<file path="config.mk">
export PLATFORM = sky130hd
export DESIGN_NAME = strap_i2c_target
export DESIGN_NICKNAME = d
export VERILOG_FILES = /design/src/rtl/strap_i2c_pkg.sv /design/src/rtl/strap_i2c_dp.sv /design/src/rtl/strap_i2c_ctrl.sv /design/src/rtl/strap_i2c_target.sv
export SDC_FILE = /design/constraint.sdc
export NUM_CORES = 1
export LEC_CHECK = 0
export BUFFER_PORTS_ARGS = -buffer_cell sky130_fd_sc_hd__buf_2
export CAP_MARGIN = 15
export CORE_ASPECT_RATIO = 1.25
export CORE_UTILIZATION = 44
export CTS_BUF_LIST = sky130_fd_sc_hd__clkbuf_16
export CTS_CLUSTER_SIZE = 40
export DETAILED_ROUTE_END_ITERATION = 6
export GPL_TIMING_DRIVEN = 0
export PLACE_DENSITY = 0.69
export SYNTH_ARGS = -nofsm -noshare
export SYNTH_HDL_FRONTEND = slang
export SYNTH_SLANG_ARGS = --single-unit
</file>
<file path="constraint.sdc">
create_clock -name clk -period 2.5 [get_ports clk]
set_clock_uncertainty 0.15 [all_clocks]
set_input_delay 0.5 -clock clk [delete_from_list [all_inputs] [get_ports clk]]
set_output_delay 0.5 -clock clk [all_outputs]
set_load 0.005 [all_outputs]
</file>
<file path="src/rtl/strap_i2c_pkg.sv">
`timescale 1ns/1ps
package strap_i2c_pkg;
  localparam int BYTE_W     = 8;
  localparam int REG_ADDR_W = 16;
  localparam int STRAP_W    = 2;
  localparam int DEV_W      = 7;
  localparam logic [DEV_W-STRAP_W-1:0] DEV_FIXED = 5'b11000;
  localparam logic [2:0] LAST_BIT = 3'(BYTE_W - 1);

  typedef enum logic [3:0] {
    ST_IDLE, ST_RX, ST_RXDONE, ST_LOADFIRST, ST_ACKSET, ST_ACKHOLD,
    ST_ACKEND, ST_TX, ST_TXACK, ST_LOADNEXT, ST_TXWAIT
  } ctrlState_t;

  typedef enum logic [1:0] { PH_DEV, PH_AHI, PH_ALO, PH_DATA } bytePhase_t;

  typedef struct packed {
    logic shiftIn;
    logic ldAddrHi;
    logic ldAddrLo;
    logic incAddr;
    logic loadTx;
    logic shiftTx;
    logic ackOn;
    logic txOn;
    logic regWe;
    logic regRe;
  } ctrlStrb_t;
endpackage

</file>
<file path="src/rtl/strap_i2c_dp.sv">
`timescale 1ns/1ps
module strap_i2c_dp
  import strap_i2c_pkg::*;
#(
  parameter int SYNC_STAGES = 2
) (
  input  logic                  clk,
  input  logic                  rstN,
  input  logic                  sclIn,
  input  logic                  sdaIn,
  input  logic [STRAP_W-1:0]    strap,
  input  ctrlStrb_t             strb,
  input  logic [BYTE_W-1:0]     regRdata,
  output logic                  sclRise,
  output logic                  sclFall,
  output logic                  startDet,
  output logic                  stopDet,
  output logic                  sdaBit,
  output logic                  enabled,
  output logic                  devMatch,
  output logic                  rwBit,
  output logic [REG_ADDR_W-1:0] regAddr,
  output logic [BYTE_W-1:0]     regWdata,
  output logic                  sdaOe
);
  logic [SYNC_STAGES-1:0] sclSync, sdaSync;
  logic sclS, sdaS, sclD, sdaD;
  logic [STRAP_W-1:0] strapReg;
  logic [BYTE_W-1:0] rxShift, txShift;
  logic [DEV_W-1:0] devAddr;

  // strap capture happens only while reset is held
  always_ff @(posedge clk) begin
    if (!rstN) strapReg <= strap;
  end

  always_ff @(posedge clk) begin
    if (!rstN) begin
      sclSync <= '1;
      sdaSync <= '1;
      sclD    <= 1'b1;
      sdaD    <= 1'b1;
    end else begin
      sclSync <= {sclSync[SYNC_STAGES-2:0], sclIn};
      sdaSync <= {sdaSync[SYNC_STAGES-2:0], sdaIn};
      sclD    <= sclS;
      sdaD    <= sdaS;
    end
  end

  assign sclS     = sclSync[SYNC_STAGES-1];
  assign sdaS     = sdaSync[SYNC_STAGES-1];
  assign sclRise  = sclS & ~sclD;
  assign sclFall  = ~sclS & sclD;
  assign startDet = sclS & sclD & sdaD & ~sdaS;
  assign stopDet  = sclS & sclD & ~sdaD & sdaS;
  assign sdaBit   = sdaS;

  always_ff @(posedge clk) begin
    if (!rstN) begin
      rxShift <= '0;
      txShift <= '0;
      regAddr <= '0;
    end else begin
      if (strb.shiftIn) rxShift <= {rxShift[BYTE_W-2:0], sdaS};
      if (strb.loadTx) txShift <= regRdata;
      else if (strb.shiftTx) txShift <= {txShift[BYTE_W-2:0], 1'b0};
      if (strb.ldAddrHi) regAddr[REG_ADDR_W-1:BYTE_W] <= rxShift;
      else if (strb.ldAddrLo) regAddr[BYTE_W-1:0] <= rxShift;
      else if (strb.incAddr) regAddr <= regAddr + 1'b1;
    end
  end

  assign devAddr  = {DEV_FIXED, strapReg - 2'd1};
  assign enabled  = |strapReg;
  assign devMatch = (rxShift[BYTE_W-1:1] == devAddr);
  assign rwBit    = rxShift[0];
  assign regWdata = rxShift;
  assign sdaOe    = strb.ackOn | (strb.txOn & ~txShift[BYTE_W-1]);
endmodule

</file>
<file path="src/rtl/strap_i2c_ctrl.sv">
`timescale 1ns/1ps
module strap_i2c_ctrl
  import strap_i2c_pkg::*;
(
  input  logic      clk,
  input  logic      rstN,
  input  logic      sclRise,
  input  logic      sclFall,
  input  logic      startDet,
  input  logic      stopDet,
  input  logic      sdaBit,
  input  logic      enabled,
  input  logic      devMatch,
  input  logic      rwBit,
  output ctrlStrb_t strb
);
  ctrlState_t state, stNext;
  bytePhase_t phase, phNext;
  logic readMode, rdNext;
  logic [2:0] bitCnt, cntNext;

  always_ff @(posedge clk) begin
    if (!rstN) begin
      state    <= ST_IDLE;
      phase    <= PH_DEV;
      readMode <= 1'b0;
      bitCnt   <= '0;
    end else begin
      state    <= stNext;
      phase    <= phNext;
      readMode <= rdNext;
      bitCnt   <= cntNext;
    end
  end

  always_comb begin
    stNext  = state;
    phNext  = phase;
    rdNext  = readMode;
    cntNext = bitCnt;
    strb    = '0;
    case (state)
      ST_RX: if (sclRise) begin
        strb.shiftIn = 1'b1;
        if (bitCnt == LAST_BIT) stNext = ST_RXDONE;
        else cntNext = bitCnt + 1'b1;
      end
      ST_RXDONE: begin
        stNext = ST_ACKSET;
        case (phase)
          PH_DEV: begin
            if (!devMatch) stNext = ST_IDLE;
            else if (rwBit) begin
              rdNext = 1'b1;
              stNext = ST_LOADFIRST;
            end else phNext = PH_AHI;
          end
          PH_AHI: begin
            strb.ldAddrHi = 1'b1;
            phNext = PH_ALO;
          end
          PH_ALO: begin
            strb.ldAddrLo = 1'b1;
            phNext = PH_DATA;
          end
          default: begin
            strb.regWe   = 1'b1;
            strb.incAddr = 1'b1;
          end
        endcase
      end
      ST_LOADFIRST: begin
        strb.regRe  = 1'b1;
        strb.loadTx = 1'b1;
        stNext = ST_ACKSET;
      end
      ST_ACKSET: if (sclFall) stNext = ST_ACKHOLD;
      ST_ACKHOLD: if (sclRise) stNext = ST_ACKEND;
      ST_ACKEND: if (sclFall) begin
        cntNext = '0;
        stNext  = readMode ? ST_TX : ST_RX;
      end
      ST_TX: if (sclFall) begin
        if (bitCnt == LAST_BIT) stNext = ST_TXACK;
        else begin
          strb.shiftTx = 1'b1;
          cntNext = bitCnt + 1'b1;
        end
      end
      ST_TXACK: if (sclRise) begin
        strb.incAddr = 1'b1;
        stNext = sdaBit ? ST_IDLE : ST_LOADNEXT;
      end
      ST_LOADNEXT: begin
        strb.regRe  = 1'b1;
        strb.loadTx = 1'b1;
        stNext = ST_TXWAIT;
      end
      ST_TXWAIT: if (sclFall) begin
        cntNext = '0;
        stNext  = ST_TX;
      end
      default: ;
    endcase
    strb.ackOn = (state == ST_ACKHOLD) || (state == ST_ACKEND);
    strb.txOn  = (state == ST_TX);
    if (stopDet) stNext = ST_IDLE;
    else if (startDet && enabled) begin
      stNext  = ST_RX;
      phNext  = PH_DEV;
      rdNext  = 1'b0;
      cntNext = '0;
    end
  end
endmodule

</file>
<file path="src/rtl/strap_i2c_target.sv">
`timescale 1ns/1ps
module strap_i2c_target
  import strap_i2c_pkg::*;
#(
  parameter int SYNC_STAGES = 2
) (
  input  logic                  clk,
  input  logic                  rstN,
  input  logic                  sclIn,
  input  logic                  sdaIn,
  output logic                  sdaOe,
  input  logic [STRAP_W-1:0]    strap,
  output logic [REG_ADDR_W-1:0] regAddr,
  output logic [BYTE_W-1:0]     regWdata,
  input  logic [BYTE_W-1:0]     regRdata,
  output logic                  regWe,
  output logic                  regRe
);
  ctrlStrb_t strb;
  logic sclRise, sclFall, startDet, stopDet, sdaBit, enabled, devMatch, rwBit;

  strap_i2c_dp #(.SYNC_STAGES(SYNC_STAGES)) u_dp (
    .clk(clk), .rstN(rstN), .sclIn(sclIn), .sdaIn(sdaIn), .strap(strap),
    .strb(strb), .regRdata(regRdata), .sclRise(sclRise), .sclFall(sclFall),
    .startDet(startDet), .stopDet(stopDet), .sdaBit(sdaBit), .enabled(enabled),
    .devMatch(devMatch), .rwBit(rwBit), .regAddr(regAddr), .regWdata(regWdata),
    .sdaOe(sdaOe)
  );

  strap_i2c_ctrl u_ctrl (
    .clk(clk), .rstN(rstN), .sclRise(sclRise), .sclFall(sclFall),
    .startDet(startDet), .stopDet(stopDet), .sdaBit(sdaBit), .enabled(enabled),
    .devMatch(devMatch), .rwBit(rwBit), .strb(strb)
  );

  assign regWe = strb.regWe;
  assign regRe = strb.regRe;
endmodule

</file>
# Word level (Yosys, flattened, before mapping)
# Index checks and enable logic that the tools add are counted.
[totals]
regBits = 50
output_inout_bits = 27
elab_cells = 137
in_bits = 14
[classes]
eq_ne = 33
n_reduce_logical = 18
mux = 53
n_addsub = 3
bitwise = 16
[op_table]
columns = ["cell", "count"]
rows = [
  ["$mux W4", 12],
  ["$mux W8", 5],
  ["$pmux W4 S10", 1],
  ["$mux W3", 8],
  ["$reduce_and A10 Y1", 2],
  ["$mux W1", 17],
  ["$add A16 B1 Y16 const B", 1],
  ["$eq A4 B3 Y1 const B", 4],
  ["$mux W16", 1],
  ["$ne A3 B2 Y1 const B", 5],
  ["$ne A2 B2 Y1 const B", 7],
  ["$eq A4 B4 Y1 const B", 3],
  ["$mux W2", 6],
  ["$reduce_bool A11 Y1", 1],
  ["$reduce_bool A10 Y1", 1],
  ["$pmux W3 S3", 1],
  ["$and A1 B1 Y1", 8],
  ["$eq A4 B2 Y1 const B", 2],
  ["$reduce_or A2 Y1", 4],
  ["$eq A7 B7 Y1", 1],
  ["$not A1 Y1", 7],
  ["$ne A2 B1 Y1 const B", 3],
  ["$ne A3 B1 Y1 const B", 2],
  ["$ne A3 B3 Y1 const B", 2],
  ["other kinds (15)", 19],
]

# Longest topological paths before layout
[depth]
depth_word = 7
depth_mapped = 7
ltp_nobuf = 7

# Hierarchy
# From an unflattened synthesis, not the netlist that was laid out.
[hier_totals]
hier_cells = 329
area_unflattened_um2 = 2737.6
[by_module_without_submodules]
columns = ["mod", "cells_per_inst", "instances", "area_each_um2", "seq_area_each_um2"]
rows = [
  ["strap_i2c_dp", 216, 1, 1870.5, 820.8],
  ["strap_i2c_ctrl", 113, 1, 867.1, 200.2],
]

# Worst setup path before layout
# No wires, ideal clock.
[synth_path]
path_kind = "reg2out"
startpoint = "reg u_ctrl.state[0]"
endpoint = "out sdaOe"
stages_incl_launch_ff = 6
required_time_ns = 1.850
n_path_buf = 3
slack_ns = 0.596
arrival_time_ns = 1.254
cell_sequence = "dfxtp_1 -> buf_6 -> clkbuf_1 -> buf_1 -> o21ai_0 -> a31oi_1"
[synth_between]
elab_chain_cells = 3
elab_cells_between_ends = 6
classes_between = "eq/ne: 3; bitwise: 2; reduce/logical: 1"
[synth_rtl]
columns = ["item", "line_no", "text"]
rows = [
  ["start: declaration", "strap_i2c_ctrl.sv:17", "ctrlState_t state, stNext;"],
  ["start signal: assignment", "strap_i2c_ctrl.sv:29", "state <= stNext;"],
  ["$eq A4 B3 Y1 (on tied branches)", "strap_i2c_ctrl.sv:106, strap_i2c_ctrl.sv:105", ""],
  ["$and A1 B1 Y1 or $logic_or A1 B1 Y1 (tied branches)", "strap_i2c_dp.sv:79, strap_i2c_ctrl.sv:105", ""],
  ["$or A1 B1 Y1 *", "strap_i2c_dp.sv:79", "assign sdaOe = strb.ackOn | (strb.txOn & ~txShift[BYTE_W-1]);"],
  ["end: declaration", "strap_i2c_target.sv:11", "output logic sdaOe,"],
]
# Mark *: on every way between the ends. The rest lies on a longest branch, timed or not.

# Worst setup path after layout
[layout_path]
startpoint = "reg u_ctrl.state[1]"
endpoint = "out sdaOe"
# The elaborated chain is that of the path after synthesis.

==> metrics.yaml <==
dr.pass1.iters: 4
required_ns: 1.85
powerDensity_nw_per_um2: 818
leakage_uw: 0.00134
first_global_vias: 2472
synth_top_area_share_pct: 33.7
mostFrequentLayoutCells: "50 x buf_2, 48 x dfxtp_1, 33 x a21oi_1, 27 x nor2_1, 24 x nand2_1"
syn_area_per_cell_um2: 8.47
port_buffers: 40
dr_total_vias: 2603
max-vdd-ir-drop_v: 0.000352
drive_gt1_share_pct: 20.8
clkPwrFrac_pct: 32.3
cp.arrival_ns: 1.74
syn_inst: 337
core_area_um2: 6210
ys_dominant_reg_cell: "dfxtp_1"
rr_endpoint: "u_dp.regAddr[14]"
r2r-start: "u_dp.regAddr[1]"
slew_headroom_pct: 59.2
rsz0062_at_grt: "no"
p_int_uw: 1810
clock_latency_ns: 0.29
pwr-share-seq_pct: 32.6
drv_slew: 0
crit_path_start: "u_ctrl.state[1]"
hp-class: "in -> reg"
worstMarginPinSlew_ns: 0.611
drc_errors: 0
io_pins: 41
combPwrFrac_pct: 35.2
hold_viol: 0
ant_nets: 0
drt-initial-drc-count: 141
ys_async_sr_fraction_pct: 0
place_congestion: 0.876
nets: 400
clockBufferDepth: 2
place_ws_ns: 0.274
fin_ws_ns: 0.115
status: "completed"
design.die.area_um2: 6810
cp-endpoint: "sdaOe"
ys_types: 69
final_common_cell: "buf_2"
die_h_um: 92.0
diodes: 0
reg2regPathDepth: 6
dpl.hpwl_mm: 5.11
cts-root-buf: "clkbuf_16"
fin_hold_ws_ns: 0.234
setup_viol: 0
grt_first_pass_wirelength_mm: 11.8
cp_max_fo: 10
syn-cell-area_um2: 2850
start_util_pct: 46.0
wl_per_cell_um: 15.2
fillerInstances: 590
cts_tree: "built"
critical_path_class: "reg -> out"
crit_path_start_kind: "register"
fin_crit_sh_pct: 95.4
crit_path_end_kind: "primary output"
synth_enable_flop_cells: 2
wl_mm: 7.12
placementRows: 32
track_usage_pct: 22.3
cts_buffers: 5
switching_share_pct: 33.8
yosysSeqAreaShare_pct: 35.8
via_per_inst: 5.55
synthTopCellsByArea: "dfxtp_1 34%, a21oi_1 5.8%, mux2i_1 5.6%, a211oi_1 3.7%, nor2_1 3.6%"
fmax_mhz: 419
ys_warn_count: 0
die_w_um: 74.0
syn_nets: 354
fin_crit_ns: 2.39
grt.overflow.total: 0
rrSetupSlack_ns: 0.43
antenna_found_initial: 0
p_switching_uw: 928
areaGrowthSynthToFinish_pct: 17.4
drv_cap: 0
cts.reportedPaths.clkPinSlew_ns: 0.07
postCtsSetupBuffers: 0
setup_tns_ns: 0
yosysTopAreaCell: "dfxtp_1"
fin_util_pct: 54.0
ys_seq_elements: 50
cts_sinks: 50
htree_num_levels: 2
grt_max_degree: 17
## power by group through the flow
stage / sequential [uW] / clock (uW) / combinational, uW
final: 893 / 885 / 964
after global routing: 897 / 923 / 1070
after floorplan: 899 / 0 / 756
after detailed placement: 911 / 0 / 952
after global placement: 910 / 0 / 939
after CTS: 892 / 896 / 962
## through the flow
| step | cell area (um2) | total power, uW | cells |
|---|---|---|---|
| detailed placement | 3160 | 1860 | 462 |
| CTS | 3360 | 2750 | 470 |
| global placement | 3160 | 1850 | 462 |
| finish | 3350 | 2740 | 469 |
| floorplan | 2850 | 1660 | 337 |
| global route | 3350 | 2880 | 469 |
## cell type report
class	count	area [um2]	share of cell area, %
tap	85	106	3.17
buffer	23	141	4.22
clock inverter	3	68.8	2.05
timing repair buffer	40	200	5.97
multi-input combinational	256	1660	49.6
inverter	7	26.3	0.784
clock buffer	5	125	3.73
sequential	50	1020	30.5
## what timing repair did
action,CTS,global route
hold buffers,0,0
resized for setup,1,0
endpoints found under the setup margin,1,1
pin swaps,0,0
## state kept, by name, indices dropped and copies added (netlist names), 2 cells and up
| name | count |
|---|---|
| u_dp.regAddr | 16 |
| u_dp.regWdata | 8 |
| u_dp.sclSync | 2 |
| u_ctrl.phase | 2 |
| u_ctrl.bitCnt | 3 |
| u_ctrl.state | 4 |
| u_dp.sdaSync | 2 |
| u_dp.txShift | 8 |
| u_dp.strapReg | 2 |
## critical path, stage by stage (launching register included)
cell and delay, ns:
dfxtp_1 0.43, buf_2 0.25, clkbuf_1 0.36, o21ai_0 0.13, a31oi_1 0.14, buf_2 0.13
## Yosys cell counts, types with 3 or more instances
cell type	number
a21o_1	6
mux2i_1	16
clkbuf_1	5
nand2_1	24
a31oi_1	4
o31a_1	4
and3_1	5
xor2_1	3
nor3_1	9
o21ai_1	3
ha_1	3
a211oi_1	14
a22o_1	4
nand2b_1	9
o221a_2	3
a21oi_1	33
dfxtp_1	48
inv_1	6
and2_1	5
nor2b_1	5
xnor2_1	3
buf_2	9
nor3b_1	3
nor2_1	27
buf_4	5
buf_6	3
or3_1	3
and3b_1	3
nand3_1	10
o21ai_0	13
## cells by family after synthesis
group / count (synthesis) / synth area share (%)
multiplexers: 16 / 5.61
AO/OA/AOI/OAI: 108 / 25.6
buffers and inverters: 31 / 5.96
flip-flops: 50 / 35.8
adder cells (fa/ha/maj): 3 / 1.32
XOR/XNOR: 6 / 1.84
AND/OR/NAND/NOR: 123 / 23.9
## worst min path at each step
stage                     from               end  slack, ns  cells past startpoint
6_report              strap[0]  u_dp.strapReg[0]       0.23                      1
5_1_grt               strap[1]  u_dp.strapReg[1]       0.23                      1
4_1_cts               strap[0]  u_dp.strapReg[0]       0.23                      1
3_5_place_dp   u_dp.sclSync[0]   u_dp.sclSync[1]       0.24                      1
3_3_place_gp   u_dp.sclSync[0]   u_dp.sclSync[1]       0.24                      1
2_1_floorplan  u_dp.sclSync[0]   u_dp.sclSync[1]       0.24                      1
## per-layer routing
metal | track usage (%) | vias to the layer above | wire length [um]
met5 | 0 | - | 0
li1 | - | 1328 | -
met4 | 4.81 | 0 | 55
met1 | 27.5 | 1215 | 3220
met2 | 40.0 | 56 | 3630
met3 | 3.41 | 4 | 221
(Power assumes the default switching activity.)
